===== src/rtl/wd_pkg.sv =====
package wd_pkg;

    typedef enum logic [1:0] {
        ACT_IRQ   = 2'b00,
        ACT_LOCAL = 2'b01,
        ACT_CARD  = 2'b10,
        ACT_RSVD  = 2'b11
    } wd_act_e;

    typedef enum logic [1:0] {
        ST_OFF   = 2'b00,
        ST_RUN   = 2'b01,
        ST_FIRED = 2'b10
    } wd_state_e;

    typedef struct packed {
        logic    lock;
        wd_act_e act;
        logic    rst_en;
        logic    en;
    } wd_cfg_t;

endpackage


===== src/rtl/wd_cfg_regs.sv =====
module wd_cfg_regs
    import wd_pkg::*;
#(
    parameter int PER_W = 24
) (
    input  logic             clk,
    input  logic             rst_n,
    input  logic             cfg_we_i,
    input  wd_cfg_t          cfg_data_i,
    input  logic             per_we_i,
    input  logic [PER_W-1:0] per_data_i,
    output wd_cfg_t          cfg_o,
    output logic [PER_W-1:0] period_o
);

    logic frozen;
    assign frozen = cfg_o.lock && cfg_o.en && cfg_o.rst_en;

    always_ff @(posedge clk or negedge rst_n) begin
        if (!rst_n) begin
            cfg_o    <= '0;
            period_o <= '1;
        end else begin
            if (cfg_we_i && !frozen) begin
                cfg_o.en     <= cfg_data_i.en;
                cfg_o.rst_en <= cfg_data_i.rst_en;
                cfg_o.act    <= cfg_data_i.act;
                cfg_o.lock   <= cfg_o.lock | cfg_data_i.lock;
            end
            if (per_we_i && !frozen) begin
                period_o <= per_data_i;
            end
        end
    end

    AST_LOCK_STICKY: assert property (@(posedge clk) disable iff (!rst_n)
        cfg_o.lock |=> cfg_o.lock);
    AST_FROZEN_HOLDS: assert property (@(posedge clk) disable iff (!rst_n)
        frozen |=> (cfg_o.en && cfg_o.rst_en && $stable(period_o)));

endmodule


===== src/rtl/wd_core_fsm.sv =====
module wd_core_fsm
    import wd_pkg::*;
#(
    parameter int PER_W = 24
) (
    input  logic             clk,
    input  logic             rst_n,
    input  wd_cfg_t          cfg_i,
    input  logic [PER_W-1:0] period_i,
    input  logic             tick_i,
    input  logic             kick_ok_i,
    output logic             fire_irq_o,
    output logic             fire_loc_o,
    output logic             fire_card_o
);

    wd_state_e        state_q, state_d;
    logic [PER_W-1:0] cnt_q, cnt_d;
    logic             expire;

    always_comb begin
        state_d = state_q;
        cnt_d   = cnt_q;
        expire  = 1'b0;
        unique case (state_q)
            ST_OFF: begin
                if (cfg_i.en) begin
                    state_d = ST_RUN;
                    cnt_d   = period_i;
                end
            end
            ST_RUN: begin
                if (!cfg_i.en) begin
                    state_d = ST_OFF;
                end else if (kick_ok_i) begin
                    cnt_d = period_i;
                end else if (tick_i) begin
                    if (cnt_q <= PER_W'(1)) begin
                        state_d = ST_FIRED;
                        expire  = 1'b1;
                    end else begin
                        cnt_d = cnt_q - PER_W'(1);
                    end
                end
            end
            ST_FIRED: begin
                if (!cfg_i.en) begin
                    state_d = ST_OFF;
                end else if (kick_ok_i) begin
                    state_d = ST_RUN;
                    cnt_d   = period_i;
                end
            end
            default: state_d = ST_OFF;
        endcase
    end

    always_ff @(posedge clk or negedge rst_n) begin
        if (!rst_n) begin
            state_q <= ST_OFF;
            cnt_q   <= '0;
        end else begin
            state_q <= state_d;
            cnt_q   <= cnt_d;
        end
    end

    always_comb begin
        fire_loc_o  = expire && cfg_i.rst_en && (cfg_i.act == ACT_LOCAL);
        fire_card_o = expire && cfg_i.rst_en && (cfg_i.act == ACT_CARD);
        fire_irq_o  = expire && !fire_loc_o && !fire_card_o;
    end

    AST_ONE_ACTION: assert property (@(posedge clk) disable iff (!rst_n)
        $onehot0({fire_irq_o, fire_loc_o, fire_card_o}));
    AST_FIRE_ON_TICK: assert property (@(posedge clk) disable iff (!rst_n)
        (fire_irq_o || fire_loc_o || fire_card_o) |-> (tick_i && !kick_ok_i));
    AST_NO_REFIRE: assert property (@(posedge clk) disable iff (!rst_n)
        (state_q == ST_FIRED) |-> !(fire_irq_o || fire_loc_o || fire_card_o));
    AST_KICK_RELOADS: assert property (@(posedge clk) disable iff (!rst_n)
        (cfg_i.en && kick_ok_i && state_q != ST_OFF) |=> (cnt_q == $past(period_i)));

endmodule


===== src/rtl/wd_pulse_stretch.sv =====
module wd_pulse_stretch #(
    parameter int PULSE_LEN = 16
) (
    input  logic clk,
    input  logic rst_n,
    input  logic trig_i,
    output logic pulse_o
);

    localparam int CW = $clog2(PULSE_LEN + 1);

    logic [CW-1:0] cnt_q;

    always_ff @(posedge clk or negedge rst_n) begin
        if (!rst_n) begin
            cnt_q <= '0;
        end else if (trig_i) begin
            cnt_q <= CW'(PULSE_LEN);
        end else if (cnt_q != '0) begin
            cnt_q <= cnt_q - CW'(1);
        end
    end

    assign pulse_o = (cnt_q != '0);

    AST_PULSE_DECR: assert property (@(posedge clk) disable iff (!rst_n)
        (cnt_q != '0 && !trig_i) |=> (cnt_q == $past(cnt_q) - CW'(1)));

endmodule


===== src/rtl/wd_unit.sv =====
module wd_unit
    import wd_pkg::*;
#(
    parameter int          PER_W     = 24,
    parameter int          KEY_W     = 32,
    parameter logic [31:0] KICK_KEY  = 32'hA5C3_0F1E,
    parameter int          PULSE_LEN = 16
) (
    input  logic             clk,
    input  logic             rst_n,
    input  logic             tick_i,
    input  logic             cfg_we_i,
    input  logic [4:0]       cfg_data_i,
    input  logic             per_we_i,
    input  logic [PER_W-1:0] per_data_i,
    input  logic             kick_we_i,
    input  logic [KEY_W-1:0] kick_data_i,
    input  logic             irq_clr_i,
    output logic             irq_o,
    output logic             loc_rst_o,
    output logic             card_rst_o
);

    localparam int NPULSE = 2;

    wd_cfg_t          cfg;
    logic [PER_W-1:0] period;
    logic             kick_ok;
    logic             fire_irq, fire_loc, fire_card;
    logic [NPULSE-1:0] trig, pulse;

    assign kick_ok = kick_we_i && (kick_data_i == KEY_W'(KICK_KEY));

    wd_cfg_regs #(.PER_W(PER_W)) u_regs (
        .clk        (clk),
        .rst_n      (rst_n),
        .cfg_we_i   (cfg_we_i),
        .cfg_data_i (wd_cfg_t'(cfg_data_i)),
        .per_we_i   (per_we_i),
        .per_data_i (per_data_i),
        .cfg_o      (cfg),
        .period_o   (period)
    );

    wd_core_fsm #(.PER_W(PER_W)) u_fsm (
        .clk         (clk),
        .rst_n       (rst_n),
        .cfg_i       (cfg),
        .period_i    (period),
        .tick_i      (tick_i),
        .kick_ok_i   (kick_ok),
        .fire_irq_o  (fire_irq),
        .fire_loc_o  (fire_loc),
        .fire_card_o (fire_card)
    );

    assign trig = {fire_card, fire_loc};

    for (genvar g = 0; g < NPULSE; g++) begin : g_pulse
        wd_pulse_stretch #(.PULSE_LEN(PULSE_LEN)) u_pulse (
            .clk     (clk),
            .rst_n   (rst_n),
            .trig_i  (trig[g]),
            .pulse_o (pulse[g])
        );
    end

    assign loc_rst_o  = pulse[0];
    assign card_rst_o = pulse[1];

    always_ff @(posedge clk or negedge rst_n) begin
        if (!rst_n) begin
            irq_o <= 1'b0;
        end else if (fire_irq) begin
            irq_o <= 1'b1;
        end else if (irq_clr_i) begin
            irq_o <= 1'b0;
        end
    end

    AST_IRQ_LATCH: assert property (@(posedge clk) disable iff (!rst_n)
        fire_irq |=> irq_o);
    AST_IRQ_HOLD: assert property (@(posedge clk) disable iff (!rst_n)
        (irq_o && !irq_clr_i) |=> irq_o);

endmodule


===== config.mk =====
export PLATFORM = sky130hd
export DESIGN_NAME = wd_unit
export DESIGN_NICKNAME = d
export VERILOG_FILES = /design/src/rtl/wd_pkg.sv /design/src/rtl/wd_cfg_regs.sv /design/src/rtl/wd_core_fsm.sv /design/src/rtl/wd_pulse_stretch.sv /design/src/rtl/wd_unit.sv
export SDC_FILE = /design/constraint.sdc
export NUM_CORES = 1
export LEC_CHECK = 0
export BUFFER_PORTS_ARGS = -buffer_cell sky130_fd_sc_hd__buf_2
export CAP_MARGIN = 30
export CORE_UTILIZATION = 55
export DETAILED_ROUTE_END_ITERATION = 10
export GPL_ROUTABILITY_DRIVEN = 0
export PLACE_DENSITY = 0.8
export SYNTH_ARGS = -nofsm -noshare
export SYNTH_HDL_FRONTEND = slang
export SYNTH_SLANG_ARGS = --single-unit

===== constraint.sdc =====
create_clock -name clk -period 3.7 [get_ports clk]
set_input_delay 0.74 -clock clk [delete_from_list [all_inputs] [get_ports clk]]
set_output_delay 0.74 -clock clk [all_outputs]
set_load 0.03 [all_outputs]

## Yosys cells after proc, flatten, opt, wreduce, memory -nomap -nowiden

Index checks and enable logic that the tools add are counted.

| word-level totals | value |
|---|---|
| bits in registers | 66 |
| output and inout bits | 3 |
| bits of input ports | 68 |
| word-level logic and storage cells | 79 |

| operators by class | value |
|---|---|
| eq/ne operators | 15 |
| add/subtract/negate cells | 3 |
| magnitude comparators | 1 |
| reductions and logical operators | 22 |
| mux-type cells | 27 |
| bitwise logic cells | 1 |

Operators with widths:

| operator | count |
|---|---|
| 24-bit 2-to-1 mux | 7 |
| 24-bit case mux with 3 select lines | 1 |
| 32-bit == test, second input constant | 1 |
| 24-bit by 1-bit <= comparator with 1-bit output, second input constant | 1 |
| 24-bit by 1-bit subtractor with 24-bit output, second input constant | 1 |
| 5-bit 2-to-1 mux | 4 |
| 3-bit inequality test, second input constant | 5 |
| 2-bit 2-to-1 mux | 7 |
| 1-bit logical AND | 10 |
| 5-bit nonzero test | 2 |
| 5-bit by 1-bit subtractor with 5-bit output, second input constant | 2 |
| 2-bit inequality test, second input constant | 4 |
| 1-bit 2-to-1 mux | 7 |
| 7-bit AND reduction | 1 |
| 2-bit case mux with 3 select lines | 1 |
| 2-bit nonzero test | 3 |
| 5-bit AND reduction | 1 |
| 2-bit by 1-bit == test with 1-bit output, second input constant | 2 |
| 2-bit == test, second input constant | 2 |
| 1-bit zero test | 3 |
| 3-bit by 2-bit inequality test with 1-bit output, second input constant | 1 |
| 3-bit nonzero test | 1 |
| 2-bit zero test | 1 |
| 1-bit bitwise OR | 1 |

## Longest topological paths before layout

Gate-level depths: netlist (run 1).

| depth | value |
|---|---|
| depth after elaboration | 12 |
| gate-level depth with buffers | 9 |
| mapped depth without buffers | 8 |

## Modules after synthesis

A second synthesis (run 1) with hierarchy kept.

| unflattened totals | value |
|---|---|
| cell total of the unflattened synthesis | 433 |
| area total of the unflattened synthesis | 4120.2 µm² |

By module, submodules not included:

| module | area an instance (µm²) | sequential area each (µm²) | cells an instance | instances |
|---|---|---|---|---|
| wd_core_fsm | 1816.7 | 650.6 | 211 | 1 |
| wd_cfg_regs | 1639.1 | 755.7 | 157 | 1 |
| wd_pulse_stretch | 261.5 | 125.1 | 25 | 2 |
| wd_unit | 141.4 | 25.0 | 15 | 1 |

## Worst setup path after synthesis (run 1)

No wires, ideal clock.

| timing | value |
|---|---|
| kind | input to register |
| start | input port kick_data_i[12] |
| end | register u_fsm.cnt_q[18] |
| setup time | 0.122 ns |
| buffers on the path | 1 |
| stages on the path | 7 |
| data required time | 3.578 ns |
| arrival | 2.833 ns |
| setup slack | 0.745 ns |
| path through | or4_4 > nor4_4 > a41oi_2 > nand2b_4 > buf_6 > or4_1 > a32o_1 |

| between the ends | value |
|---|---|
| word-level cells in the longest chain between the ends | 5 |
| elaborated cells between the ends (all ways) | 9 |
| those cells by class | eq/ne: 4; mux: 3; reduce/logical: 2 |

RTL lines:

| item | line | source |
|---|---|---|
| start, declared | wd_unit.sv:17 | `input logic [KEY_W-1:0] kick_data_i,` |
| 32-bit == test (*) | wd_unit.sv:32 | `assign kick_ok = kick_we_i && (kick_data_i == KEY_W'(KICK_KEY));` |
| 1-bit logical AND (*) | wd_unit.sv:32 |  |
| 24-bit 2-to-1 mux | wd_core_fsm.sv:35 | `end else if (kick_ok_i) begin` |
| 24-bit 2-to-1 mux | wd_core_fsm.sv:33 | `if (!cfg_i.en) begin` |
| 24-bit case mux with 3 select lines | wd_core_fsm.sv:25 | `unique case (state_q)` |
| end signal, assigned | wd_core_fsm.sv:64 | `cnt_q <= cnt_d;` |
| end, declared | wd_core_fsm.sv:18 | `logic [PER_W-1:0] cnt_q, cnt_d;` |

Every way passes the cells marked *; elsewhere a longest branch is shown, timed or not. The select of a mux whose other input is x is not followed.
A chain may end at the register's enable or synchronous reset.

## Worst setup path in the final report (run 1)

| timing | value |
|---|---|
| start | register u_fsm.cnt_q[0] |
| end | register u_fsm.cnt_q[18] |

| between the ends | value |
|---|---|
| word-level cells in the longest chain between the ends | 6 |
| elaborated cells between the ends (all ways) | 9 |
| those cells by class | add/sub: 1; order compare: 1; eq/ne: 1; mux: 5; reduce/logical: 1 |

RTL lines:

| item | line | source |
|---|---|---|
| 24-bit by 1-bit subtractor with 24-bit output | wd_core_fsm.sv:42 | `cnt_d = cnt_q - PER_W'(1);` |
| 24-bit 2-to-1 mux | wd_core_fsm.sv:38 | `if (cnt_q <= PER_W'(1)) begin` |
| 24-bit 2-to-1 mux | wd_core_fsm.sv:37 | `end else if (tick_i) begin` |
| 24-bit 2-to-1 mux | wd_core_fsm.sv:35 |  |
| 24-bit 2-to-1 mux | wd_core_fsm.sv:33 |  |
| 24-bit case mux with 3 select lines | wd_core_fsm.sv:25 |  |

Several ways; a longest one is shown, not always the timed one. The select of a mux whose other input is x is not followed.

==> flow_summary_export.csv, run 1 <==
group,metric,value,unit
outcome,run_status,"finished, final reports clean",
placement,port_buffers,70,
placement,preCtsSetupSlack,0.486,ns
placement,place_inst,503,
sta,setup_viol,0,
synth,synthMuxAreaShare,9.02,%
critical_path,worst-endpoint-arrival,3.27,ns
synth,postSynthCellCount,363,
min_path,path_class_of_the_lowest_slack_min_delay_path,"input pin to async pin",
synth,synth-simple-area-share,20.5,%
route,route.detailed.drc,0,
floorplanning,floorplan.initialDensity,56.8,%
cells_and_area,most-common-layout-cells,"70 x buf_2, 42 x dfrtp_1, 31 x nand2_1",
floorplanning,pin_count,71,
sta,timing_max_transition_violations_final,0,
clocking,clk_latency,0.34,ns
synth,syn-mean-instance-area,9.94,µm²
critical_path,slowest_stage,"nor4b_1",
critical_path,timing.critical_path.fanout_max,5,
route,drt-pass1-iter-count,4,
sta,fin_setup_tns,0,ns
synth,cell_area_synth,3610,µm²
route,detailroute.via_count,3191,
floorplanning,floorplan.die.height,83,µm
synth,synth-seq-area-share,46.6,%
floorplanning,placementRows,29,
synth,synth_enable_flop_cells,0,
clocking,clockBufferDepth,2,
sta,fin_ws,0.663,ns
global_routing,antenna_found_initial,0,
global_routing,congestion_overflow_gr,0,
route,vias_per_cell,6.14,
global_routing,busiest_layer,"met2",
critical_path,cpPeakStageDelay,0.53,ns
global_routing,first_global_vias,3153,
synth,ys_async_rst_share,100,%
critical_path,critPathKind,"register to register",
global_routing,global_route_met2_usage,43.7,%
clocking,clk_pin_slew_worst_paths,0.07,ns
critical_path,cp-end-kind,"register",
sta,whs,0.358,ns
clocking,post_cts_resized,0,
sta,rsz0062_at_grt,"no",
critical_path,timing.rr.start,"u_fsm.cnt_q[0]$_DFFE_PN0P_",
global_routing,grt_use_met1,33.6,%
critical_path,path_delay_family,"simple AND/OR/NAND/NOR gates",
route,drt-wirelength-per-cell,16.1,µm
clocking,cts_htree_levels,3,
synth,synthesis_warnings,0,
critical_path,timing.critical_path.buf_inv,1,
cells_and_area,layout-drive-gt1-share,35.2,%
route,totalWireLength,8380,µm
cells_and_area,filler_cell_count,516,
critical_path,cp.required,3.93,ns
global_routing,grtUsageMet3,4.97,%
cells_and_area,layout_commonest_cell,"buf_2",
clocking,cts_num_sinks,66,
route,first_iter_violations,213,
power_and_ir_drop,pwr_density_cell,668,nW/µm²
placement,dp_hpwl,6040,µm
sta,post-route-min-period,3.04,ns
floorplanning,die_area,6890,µm²
synth,ys_seq_elements,66,
global_routing,largest_net_degree_at_the_start_of_global_routing,25,
floorplanning,core_area,6350,µm²
clocking,cts.hold.buffers_added,0,
critical_path,r2r.worst_path.cells,8,
cells_and_area,synthToLayoutAreaGrowth,19.1,%
synth,netlist-cell-type-count,61,
power_and_ir_drop,cellLeakagePower,0.00186,µW
synth,synth_compound_area_share,17.1,%
global_routing,grt_first_pass_wirelength,14700,µm
critical_path,crit_path_cell_trace,"inv_1 > ha_1 > nor4b_1 > nand2_1 > or3_1 > nand2b_1 > or4_1 > a32o_1",
clocking,post-cts-setup-buffers,0,
critical_path,ff2ff_setup_slack,0.66,ns
sta,relSlewSlack,39.4,%
critical_path,regToRegEndpoint,"u_fsm.cnt_q[18]$_DFFE_PN0P_",
critical_path,timing.critical_path.from_type,"register",
sta,hold_violations,0,
route,antenna_left,0,
synth,synth_xor_xnor_area_share,1.21,%
critical_path,endpoint,"u_fsm.cnt_q[18]$_DFFE_PN0P_",
synth,synth-main-ff-cell,"dfrtp_1",
floorplanning,floorplan.die.width,83,µm
clocking,cts.root.buffer_cell,"clkbuf_8",
clocking,cts_made_buffers,9,
power_and_ir_drop,report.power.total,2870,µW
synth,synthesis.nets,437,
critical_path,timing.critical_path.from,"u_fsm.cnt_q[0]$_DFFE_PN0P_",
cells_and_area,final_cell_count_no_fill,520,
global_routing,grt_util_all_layers,26.3,%
sta,maxClockFrequency,329,MHz
sta,clock_skew,0.00915,ns
critical_path,critical_path_cell_count,8,
sta,slew_worst_pin,0.902,ns
clocking,cts_tree,"built",
cells_and_area,nNetsFinal,512,
power_and_ir_drop,vdd.ir_drop.worst,0.388,mV
cells_and_area,n_antenna_cell,0,
synth,share_of_synthesized_cell_area_in_full_adder_half_adder_and_majority_cells,2.08,%
sta,timing.final.crit_share,82.1,%
synth,largest_family_of_logic_cells_by_synthesized_area,"simple AND/OR/NAND/NOR gates",
flow_run,max_cap_violations,0,
[how the worst min path moves through the flow]
stage	end	cells past startpoint	slack, ns	start
global placement	u_regs.cfg_o[4]$_DFFE_PN0P_	1	0.49	u_regs.cfg_o[4]$_DFFE_PN0P_
global route	g_pulse[0].u_pulse.cnt_q[2]$_DFFE_PN0P_	1	0.40	rst_n
CTS	g_pulse[0].u_pulse.cnt_q[4]$_DFFE_PN0P_	1	0.37	rst_n
floorplan	g_pulse[0].u_pulse.cnt_q[0]$_DFFE_PN0P_	0	0.44	rst_n
detailed placement	u_regs.cfg_o[4]$_DFFE_PN0P_	1	0.50	u_regs.cfg_o[4]$_DFFE_PN0P_
finish	g_pulse[0].u_pulse.cnt_q[2]$_DFFE_PN0P_	1	0.36	rst_n
[layout make-up]
cell class / instances / area, µm² / share of cell area (%)
multi-input combinational: 266 / 1810 / 42.1
sequential: 66 / 1680 / 39.1
timing repair buffer: 80 / 433 / 10.1
clock buffer: 14 / 163 / 3.79
tap: 77 / 96.3 / 2.24
clock inverter: 2 / 60.1 / 1.40
inverter: 15 / 56.3 / 1.31
[power by group]
part	leakage (µW)	switching [µW]	internal, µW
clock network	0.000111	264	418
logic	0.00101	465	425
registers	0.000745	252	1050
[cell families after synthesis]
family,count (synthesis)
fa+ha+maj,6
flops,66
compound gates,92
simple gates,134
mux,29
xor+xnor,5
buf+inv,31
[through the flow]
stage,utilization (%),area (µm²)
after floorplan,-,3610
after global placement,63.8,4050
after detailed placement,64.0,4070
after CTS,67.5,4290
after global routing,67.7,4300
final,67.7,4300
[cells in the mapped netlist, types with 3 or more instances]
| master | n | share of area (%) |
|---|---|---|
| a21oi_1 | 29 | 4.0 |
| a22oi_1 | 3 | 0.62 |
| a31o_2 | 3 | 0.73 |
| a31oi_1 | 7 | 1.2 |
| a32o_1 | 3 | 0.83 |
| and3_1 | 5 | 0.87 |
| clkbuf_1 | 12 | 1.2 |
| dfrtp_1 | 42 | 29 |
| dfstp_2 | 24 | 17 |
| ha_1 | 6 | 2.1 |
| inv_1 | 15 | 1.6 |
| mux2_2 | 28 | 8.7 |
| nand2_1 | 31 | 3.2 |
| nand3_1 | 6 | 0.83 |
| nand4_1 | 6 | 1.0 |
| nand4b_1 | 3 | 0.73 |
| nand4bb_1 | 4 | 1.2 |
| nor2_1 | 30 | 3.1 |
| nor2b_1 | 3 | 0.52 |
| nor3_1 | 10 | 1.4 |
| nor4_1 | 11 | 1.9 |
| o21ai_0 | 16 | 2.2 |
| o22a_1 | 3 | 0.73 |
| o22ai_1 | 4 | 0.69 |
| o31ai_1 | 4 | 0.83 |
| or3_1 | 4 | 0.69 |
| or4_1 | 4 | 0.83 |
| xnor2_1 | 5 | 1.2 |
[flip-flops by register name, summed over array words and instances (netlist names)]
signal,cells
u_fsm.state_q,2
g_pulse.u_pulse.cnt_q,10
irq_o,1
u_fsm.cnt_q,24
u_regs.period_o,24
u_regs.cfg_o,5
[metal layers]
| layer | vias to the layer above | share of wire [%] |
|---|---|---|
| li1 | 1497 | - |
| met4 | 0 | 1.4 |
| met2 | 134 | 50 |
| met5 | - | 0 |
| met1 | 1544 | 43 |
| met3 | 16 | 6.4 |
[worst reg2reg max path: cells and delay by family, from the launching register on]
| kind | cells | cell delay, ns |
|---|---|---|
| fa+ha+maj | 1 | 0.23 |
| compound gates | 1 | 0.28 |
| flops | 1 | 0.43 |
| simple gates | 5 | 1.88 |
| buf+inv | 1 | 0.10 |
No activity file was read; power rests on OpenSTA's default activity.
==> run 2, diff against run 1 <==
==> constraint.sdc (replaced) <==
create_clock -name clk -period 2.9 [get_ports clk]
set_input_delay 0.58 -clock clk [delete_from_list [all_inputs] [get_ports clk]]
set_output_delay 0.58 -clock clk [all_outputs]
set_load 0.03 [all_outputs]
==> run 2 against run 1 <==
Against the previous run: first-iteration DRC count increased by 16%; clock skew down 0.0038 ns; maximum frequency increased by 14%; via count rose by 1.5%; critical path depth fell by 1; routed wire length rose by 4.6%; global-route usage up 0.069 points; cell count grew 2.7%; utilization grew 1.3 points; worst setup slack got worse by 0.44 ns; clock-buffer cell count decreased by 1; largest cell class unchanged.
==> flow_summary_export.csv, run 2 (synthesis results as in run 1) <==
group,metric,value,unit
outcome,run_status,"finished, final reports clean",
critical_path,cp.required,3.11,ns
global_routing,first_global_vias,3184,
sta,relSlewSlack,51.8,%
sta,setup_viol,0,
clocking,cts_tree,"built",
cells_and_area,layout-drive-gt1-share,37.6,%
floorplanning,core_area,6350,µm²
route,route.detailed.drc,0,
sta,timing.final.crit_share,92.2,%
critical_path,timing.critical_path.fanout_max,10,
power_and_ir_drop,cellLeakagePower,0.00192,µW
cells_and_area,nNetsFinal,526,
sta,slew_worst_pin,0.723,ns
clocking,clockBufferDepth,2,
sta,fin_setup_tns,0,ns
sta,hold_violations,0,
floorplanning,die_area,6890,µm²
floorplanning,floorplan.initialDensity,56.8,%
route,vias_per_cell,6.06,
sta,timing_max_transition_violations_final,0,
sta,clock_skew,0.00540,ns
global_routing,congestion_overflow_gr,0,
clocking,cts_made_buffers,9,
route,first_iter_violations,247,
floorplanning,placementRows,29,
clocking,cts_htree_levels,3,
cells_and_area,layout_commonest_cell,"buf_2",
clocking,clk_latency,0.35,ns
critical_path,critPathKind,"register to register",
clocking,cts.root.buffer_cell,"clkbuf_8",
route,drt-wirelength-per-cell,16.4,µm
floorplanning,floorplan.die.height,83,µm
global_routing,grt_util_all_layers,26.4,%
clocking,cts_num_sinks,66,
global_routing,largest_net_degree_at_the_start_of_global_routing,36,
placement,dp_hpwl,6330,µm
critical_path,cp-end-kind,"register",
global_routing,grt_first_pass_wirelength,14500,µm
flow_run,max_cap_violations,0,
power_and_ir_drop,report.power.total,3540,µW
power_and_ir_drop,vdd.ir_drop.worst,0.456,mV
floorplanning,pin_count,71,
critical_path,worst-endpoint-arrival,2.89,ns
cells_and_area,n_antenna_cell,0,
route,antenna_left,0,
critical_path,timing.critical_path.from_type,"register",
min_path,path_class_of_the_lowest_slack_min_delay_path,"input pin to async pin",
cells_and_area,most-common-layout-cells,"70 x buf_2, 42 x dfrtp_1, 31 x nand2_1",
route,totalWireLength,8760,µm
placement,port_buffers,70,
floorplanning,floorplan.die.width,83,µm
clocking,cts.hold.buffers_added,0,
sta,post-route-min-period,2.68,ns
cells_and_area,synthToLayoutAreaGrowth,21.3,%
route,drt-pass1-iter-count,4,
sta,maxClockFrequency,374,MHz
sta,rsz0062_at_grt,"no",
clocking,clk_pin_slew_worst_paths,0.07,ns
cells_and_area,top_regs,"u_fsm.cnt_q x24, u_regs.period_o x24, g_pulse.u_pulse.cnt_q x10",
route,detailroute.via_count,3238,
global_routing,antenna_found_initial,0,
power_and_ir_drop,pwr_density_cell,808,nW/µm²
[run 2: routing by layer]
metal / vias up / wire length (µm) / GRT usage [%]
met3: 15 / 625 / 4.77
met5: - / 0 / 0
met2: 134 / 4440 / 45.4
met4: 0 / 169 / 12.4
met1: 1574 / 3530 / 32.1
li1: 1515 / - / -
[run 2: critical path, stage by stage (launching register included)]
cell	delay, ns
dfrtp_1	0.43
or4_1	0.54
or2_1	0.32
o41ai_2	0.46
buf_4	0.26
nand3_1	0.09
nand2_1	0.30
o21ai_0	0.15
[run 2: repair_timing]
action,4_1_cts,5_1_grt
resized for setup,0,1
endpoints found under the hold margin,0,0
setup endpoints to repair,0,1
setup buffers,0,0
[run 2: final cells by class]
class                   count  area, µm²
well taps                  77       96.3
flip-flops and latches     66       1680
repair buffers             94        556
clock buffers              13        159
multi-input cells         266       1810
inverters                  15       56.3
fillers                   506       1970
clock inverters             3       15.0
[run 2: report_power, final]
group / switching, µW / leakage, µW / internal [µW]
logic: 608 / 0.00108 / 574
registers: 325 / 0.000745 / 1340
clock network: 342 / 0.0000932 / 353
[run 2: path summary, 6_finish.rpt]
| check | depth (start not counted) | end | start | slack, ns |
|---|---|---|---|---|
| worst max register to register | 7 | u_fsm.cnt_q[12]$_DFFE_PN0P_ | u_fsm.cnt_q[18]$_DFFE_PN0P_ | 0.22 |
| worst min-delay path | 1 | g_pulse[0].u_pulse.cnt_q[2]$_DFFE_PN0P_ | rst_n | 0.28 |
| worst min register to register | 1 | u_regs.cfg_o[4]$_DFFE_PN0P_ | u_regs.cfg_o[4]$_DFFE_PN0P_ | 0.51 |
| worst max-delay path | 7 | u_fsm.cnt_q[12]$_DFFE_PN0P_ | u_fsm.cnt_q[18]$_DFFE_PN0P_ | 0.22 |
| max in group asynchronous | 2 | u_regs.period_o[14]$_DFFE_PN1P_ | rst_n | 1.92 |
| min in group clk | 2 | irq_o$_DFFE_PN0P_ | irq_clr_i | 0.40 |
[run 2: metrics by stage]
step	setup slack [ns]	hold WS (ns)	utilization, %	cell area (µm²)	cells
6_report	0.225	0.279	68.9	4380	534
5_1_grt	0.0882	0.343	68.9	4380	534
4_1_cts	0.109	0.298	68.7	4360	533
3_5_place_dp	0.0478	0.495	66.0	4190	517
3_3_place_gp	0.114	0.481	66.0	4190	517
2_1_floorplan	0.105	0.284	-	3610	363
